File: config.mk
export PLATFORM = sky130hd
export DESIGN_NAME = pcg_top
export DESIGN_NICKNAME = d
export VERILOG_FILES = /design/src/rtl/pcg_pkg.sv /design/src/rtl/pcg_period_reg.sv /design/src/rtl/pcg_phase_timer.sv /design/src/rtl/pcg_cycle_ctrl.sv /design/src/rtl/pcg_top.sv
export SDC_FILE = /design/constraint.sdc
export NUM_CORES = 1
export LEC_CHECK = 0
export ABC_AREA = 1
export BUFFER_PORTS_ARGS = -buffer_cell sky130_fd_sc_hd__buf_2
export CAP_MARGIN = 20
export CORE_MARGIN = 4
export CORE_UTILIZATION = 50
export DETAILED_ROUTE_END_ITERATION = 8
export PLACE_DENSITY = 0.7
export SYNTH_ARGS = -nofsm -noshare
export SYNTH_HDL_FRONTEND = slang
export SYNTH_SLANG_ARGS = --single-unit
export TNS_END_PERCENT = 30
File: constraint.sdc
create_clock -name clk -period 2.1 [get_ports clk]
set_input_delay 0.105 -clock clk [delete_from_list [all_inputs] [get_ports clk]]
set_output_delay 0.105 -clock clk [all_outputs]
set_load 0.05 [all_outputs]
File: src/rtl/pcg_pkg.sv
package pcg_pkg;

    // Width of one duration field; the period word is twice this width.
    parameter int DUR_W    = 16;
    parameter int PERIOD_W = 2 * DUR_W;

    typedef enum logic [1:0] {
        PH_IDLE = 2'd0,
        PH_HIGH = 2'd1,
        PH_LOW  = 2'd2
    } phase_e;

    // Packed with the high field first so it occupies the upper bits.
    typedef struct packed {
        logic [DUR_W-1:0] hi_len;
        logic [DUR_W-1:0] lo_len;
    } period_t;

    // Timer reload for a phase of the given length; a zero length acts as one.
    function automatic logic [DUR_W-1:0] reload_of(input logic [DUR_W-1:0] len);
        logic [DUR_W-1:0] r;
        if (len == '0) r = '0;
        else           r = len - 1'b1;
        return r;
    endfunction

endpackage

File: src/rtl/pcg_period_reg.sv
module pcg_period_reg
    import pcg_pkg::*;
(
    input  logic                clk,
    input  logic                rst,
    input  logic                we,
    input  logic [PERIOD_W-1:0] wdata,
    output period_t             q
);

    period_t q_r;

    always_ff @(posedge clk) begin
        if (rst)     q_r <= '0;
        else if (we) q_r <= period_t'(wdata);
    end

    assign q = q_r;

    // A written value is visible on the next cycle.
    AST_PERIOD_CAPTURE: assert property (@(posedge clk) disable iff (rst)
        we |=> (q == period_t'($past(wdata))));

endmodule

File: src/rtl/pcg_phase_timer.sv
module pcg_phase_timer
    import pcg_pkg::*;
(
    input  logic             clk,
    input  logic             rst,
    input  logic             load,
    input  logic [DUR_W-1:0] load_val,
    output logic             expired
);

    logic [DUR_W-1:0] cnt;

    always_ff @(posedge clk) begin
        if (rst)              cnt <= '0;
        else if (load)        cnt <= load_val;
        else if (cnt != '0)   cnt <= cnt - 1'b1;
    end

    assign expired = (cnt == '0);

    // Without a load the timer never wraps below zero.
    AST_TIMER_NO_WRAP: assert property (@(posedge clk) disable iff (rst)
        (!load && expired) |=> expired);

    // A loaded value counts down by one per clock.
    AST_TIMER_STEP: assert property (@(posedge clk) disable iff (rst)
        (!load && !expired) |=> (cnt == $past(cnt) - 1'b1));

endmodule

File: src/rtl/pcg_cycle_ctrl.sv
module pcg_cycle_ctrl
    import pcg_pkg::*;
#(
    parameter int CNT_W = 32
) (
    input  logic             clk,
    input  logic             rst,
    input  logic             start,
    input  logic [CNT_W-1:0] start_count,
    input  logic             expired,
    output phase_e           phase,
    output logic             load,
    output logic             load_hi,
    output logic             done
);

    phase_e           phase_r, phase_n;
    logic [CNT_W-1:0] remain_r, remain_n;
    logic             done_r, done_n;

    always_comb begin
        phase_n  = phase_r;
        remain_n = remain_r;
        done_n   = done_r;
        load     = 1'b0;
        load_hi  = 1'b0;
        if (start) begin
            if (start_count == '0) begin
                phase_n  = PH_IDLE;
                remain_n = '0;
                done_n   = 1'b1;
            end else begin
                phase_n  = PH_HIGH;
                remain_n = start_count;
                done_n   = 1'b0;
                load     = 1'b1;
                load_hi  = 1'b1;
            end
        end else begin
            case (phase_r)
                PH_HIGH: begin
                    if (expired) begin
                        phase_n = PH_LOW;
                        load    = 1'b1;
                    end
                end
                PH_LOW: begin
                    if (expired) begin
                        if (remain_r == CNT_W'(1)) begin
                            phase_n  = PH_IDLE;
                            remain_n = '0;
                            done_n   = 1'b1;
                        end else begin
                            phase_n  = PH_HIGH;
                            remain_n = remain_r - 1'b1;
                            load     = 1'b1;
                            load_hi  = 1'b1;
                        end
                    end
                end
                default: ;
            endcase
        end
    end

    always_ff @(posedge clk) begin
        if (rst) begin
            phase_r  <= PH_IDLE;
            remain_r <= '0;
            done_r   <= 1'b0;
        end else begin
            phase_r  <= phase_n;
            remain_r <= remain_n;
            done_r   <= done_n;
        end
    end

    assign phase = phase_r;
    assign done  = done_r;

    // An active burst always has at least one cycle left.
    AST_ACTIVE_HAS_REMAIN: assert property (@(posedge clk) disable iff (rst)
        (phase_r != PH_IDLE) |-> (remain_r != '0));

    // Done and an active phase never coexist.
    AST_DONE_IS_IDLE: assert property (@(posedge clk) disable iff (rst)
        done_r |-> (phase_r == PH_IDLE));

    // A low phase is always followed by a high phase or the idle state, never by another low.
    AST_LOW_EXIT: assert property (@(posedge clk) disable iff (rst)
        (phase_r == PH_LOW && expired && !start) |=> (phase_r != PH_LOW));

endmodule

File: src/rtl/pcg_top.sv
module pcg_top
    import pcg_pkg::*;
#(
    parameter int CNT_W = 32
) (
    input  logic                clk,
    input  logic                rst,
    input  logic                period_we,
    input  logic [PERIOD_W-1:0] period_wdata,
    input  logic                count_we,
    input  logic [CNT_W-1:0]    count_wdata,
    output logic                pin_out,
    output logic                done
);

    period_t          period;
    phase_e           phase;
    logic             tmr_load;
    logic             tmr_load_hi;
    logic             tmr_expired;
    logic [DUR_W-1:0] tmr_val;

    pcg_period_reg u_period (
        .clk   (clk),
        .rst   (rst),
        .we    (period_we),
        .wdata (period_wdata),
        .q     (period)
    );

    pcg_cycle_ctrl #(.CNT_W(CNT_W)) u_ctrl (
        .clk         (clk),
        .rst         (rst),
        .start       (count_we),
        .start_count (count_wdata),
        .expired     (tmr_expired),
        .phase       (phase),
        .load        (tmr_load),
        .load_hi     (tmr_load_hi),
        .done        (done)
    );

    assign tmr_val = tmr_load_hi ? reload_of(period.hi_len) : reload_of(period.lo_len);

    pcg_phase_timer u_timer (
        .clk      (clk),
        .rst      (rst),
        .load     (tmr_load),
        .load_val (tmr_val),
        .expired  (tmr_expired)
    );

    assign pin_out = (phase == PH_HIGH);

    AST_START_HIGH: assert property (@(posedge clk) disable iff (rst)
        (count_we && count_wdata != '0) |=> (pin_out && !done));

    AST_ZERO_COUNT_DONE: assert property (@(posedge clk) disable iff (rst)
        (count_we && count_wdata == '0) |=> (done && !pin_out));

    AST_DONE_REST_LOW: assert property (@(posedge clk) disable iff (rst)
        done |-> !pin_out);

    AST_RESET_STATE: assert property (@(posedge clk)
        rst |=> (!pin_out && !done));

endmodule

==> metrics.yaml <==
grt_use_total_pct: 25.0
ys_types: 32
power.net_switching_mw: 1.86
die_h_um: 114
grt_antenna_before_repair: 0
critPathTopFamily: "simple AND/OR/NAND/NOR gates"
vias_per_cell: 5.38
cts_tree: "done"
min_period_ps: 2010
cts_max_path_buffers: 2
clk_transition_reported_paths_ps: 90
dp_slack_ps: 71.1
p_clk_share_pct: 27.5
slew_headroom_pct: 67.0
worstSkewPairLatency_ps: 380
synth_top_family_by_area: "simple AND/OR/NAND/NOR gates"
crit_slowest_cell: "dfxtp_2"
path_cells: "inv_2 > ha_4 > inv_2 > nor2_4 > nand2_2 > nor2_2 > nand2_2 > o21ai_4 > buf_6 > nand2_4 > nand2_4 > nand2_8 > buf_8 > nor2_4 > nand2_1 > a21oi_2"
slowest_delay_ps: 330
initial_utilization_pct: 51.5
design.core.area_mm2: 0.0109
synthMuxAreaShare_pct: 0
rsz0062_at_grt: "true"
diodes: 0
cp_num_buf_inv: 4
finalCritPeriodShare_pct: 95.7
finClkSkew_ps: 13.1
wl_per_cell_um: 14.0
synth_edf_count: 0
p_seq_share_pct: 36.8
hold_viol: 0
route.vias.total: 6295
worst_slew_pin_slew_ps: 490
avgSynthCellArea_um2: 6.09
power_frac_comb_pct: 35.6
swShare_pct: 35.9
yosys.area_share.simple_pct: 31.8
drv_cap: 0
clock-sinks: 83
dp.cells: 1136
root_buffer: "clkbuf_8"
ys_seq_area_share_pct: 29.6
synth-seq-cells: 83
slew_violations: 0
wl_mm: 16.3
grt_max_degree: 54
ioPinCount: 70
rows: 38
crit_path_start: "u_timer.cnt[1]"
final_cells: 1170
synthAdderAreaFrac_pct: 2.23
crit_type: "register to register"
gp_congestion: 0.931
area_growth_pct: 23.2
setup_viol: 0
die_width_um: 114
syn_nets: 998
synth_xor_area_share_pct: 4.84
yosysMostFrequentCell: "nand2_1"
crit_path_end_kind: "register"
grt_pass1_wl_mm: 26.4
synth.area.top_cells: "dfxtp_1 30%, nand2_1 11%, a21oi_1 10%"
p_per_area_mw_per_mm2: 748
syn_area_mm2: 0.00561
async_flop_share_pct: 0
fin_ws_ps: 89.7
ant_nets: 0
dp_hpwl_mm: 11.8
min_from: "period_wdata[24]"
clock.fmax_mhz: 497
synth_compound_area_share_pct: 21.3
synthCells: 920
leakage_nw: 3.17
cp.arrival_ps: 2340
synth_top_area_share_pct: 29.6
timing.hold.ws_ps: 2.16
reg2reg_from: "u_timer.cnt[1]"
synth_top_cells_by_count: "162 x nand2_1, 138 x nor2_1, 117 x a21oi_1"
status: "finished clean"
drc: 0
cp_max_fo: 8
drt-initial-drc-count: 370
worstHoldPathType: "primary input to register"
critPathRequiredTime_ps: 2430
tns_ps: 0
die-area_mm2: 0.0130
post-route-util_pct: 63.4
peakVddDrop_mv: 0.481
h-tree-depth: 3
intPower_mw: 3.31
layout-drive-gt1-share_pct: 17.6
drtPass1Iterations: 7
cts_made_buffers: 9
nets: 1103
yosysWarnings: 0
portBuffers: 69
yosysTopAreaCell: "dfxtp_1"
first_global_vias: 5745
overflow: 0
synth_ff_type: "dfxtp_1"
startpoint_type: "register"
-- path summary, 6_finish.rpt --
kind	end	slack, ps	depth (start not counted)
worst max register to register	u_timer.cnt[4]	90	16
worst min register to register	u_ctrl.phase[1]	490	2
worst min-delay path	u_period.q[24]	2	3
worst max-delay path	u_timer.cnt[4]	90	16
-- power by group through the flow --
stage               logic [mW]  clock network [mW]  registers, mW
finish                    1.84                1.42           1.90
floorplan                 1.17                   0           1.90
CTS                       1.67                1.43           1.89
detailed placement        1.65                   0           1.93
global route              2.07                1.50           1.93
global placement          1.66                   0           1.93
-- per-stage QoR --
stage          power (mW)  instance area (um^2)
2_1_floorplan        3.07                  5610
3_3_place_gp         3.58                  6290
3_5_place_dp         3.58                  6290
4_1_cts              5.00                  6600
5_1_grt              5.50                  6910
6_report             5.16                  6910
-- worst register-to-register path: stages, from the launching register on --
cell	delay (ps)
dfxtp_2	330
inv_2	70
ha_4	130
inv_2	30
nor2_4	100
nand2_2	60
nor2_2	110
nand2_2	90
o21ai_4	190
buf_6	140
nand2_4	60
nand2_4	90
nand2_8	110
buf_8	170
nor2_4	80
nand2_1	60
a21oi_2	120
-- layer usage --
metal / global-route usage [%] / wire length [um] / vias to the layer above
li1: - / - / 3213
met5: 0 / 0 / -
met3: 4.67 / 1040 / 38
met4: 10.5 / 468 / 0
met2: 41.1 / 7690 / 206
met1: 32.4 / 7140 / 2838
-- sequential cells by signal, summed over array words and instances (netlist names) --
| signal | cells |
|---|---|
| u_ctrl.remain_r | 32 |
| u_period.q | 32 |
| u_timer.cnt | 16 |
| u_ctrl.phase | 2 |
| u_ctrl.done | 1 |
-- cell usage in the layout (no fill, tap or decap), drive strengths merged --
master       Yosys  routed
a21oi          118     118
and3             1       1
buf             10     116
bufinv           0       3
clkbuf          21      12
clkinv           3       5
dfxtp           83      83
dlygate4sd3      0       7
ha              10      10
inv            114     114
nand2          169     169
nand3           71      72
nand4           13      13
nor2           143     143
nor3            14      14
nor3b            1       1
nor4             2       2
o211ai           9       9
o21a             1       1
o21ai          100     100
o31ai            1       1
or2              5       5
xnor2            3       3
xor2            28      28
-- cells by family after synthesis --
logic type	count (synthesis)
XOR/XNOR	31
buffers and inverters	148
AO/OA/AOI/OAI	229
flip-flops	83
adder cells (fa/ha/maj)	10
AND/OR/NAND/NOR	419
-- what timing repair did --
action,CTS,global route
setup buffers,0,9
hold buffers,7,0
setup endpoints to repair,0,32
hold endpoints to repair,11,0
resized for setup,0,48
-- layout make-up --
class	count	area, um^2
flip-flops and latches	83	1660
well taps	140	175
multi-input cells	690	3530
fillers	1026	3980
clock inverters	5	100
clock buffers	11	141
inverters	117	439
repair buffers	124	862
No activity file was read; power rests on OpenSTA's default activity.
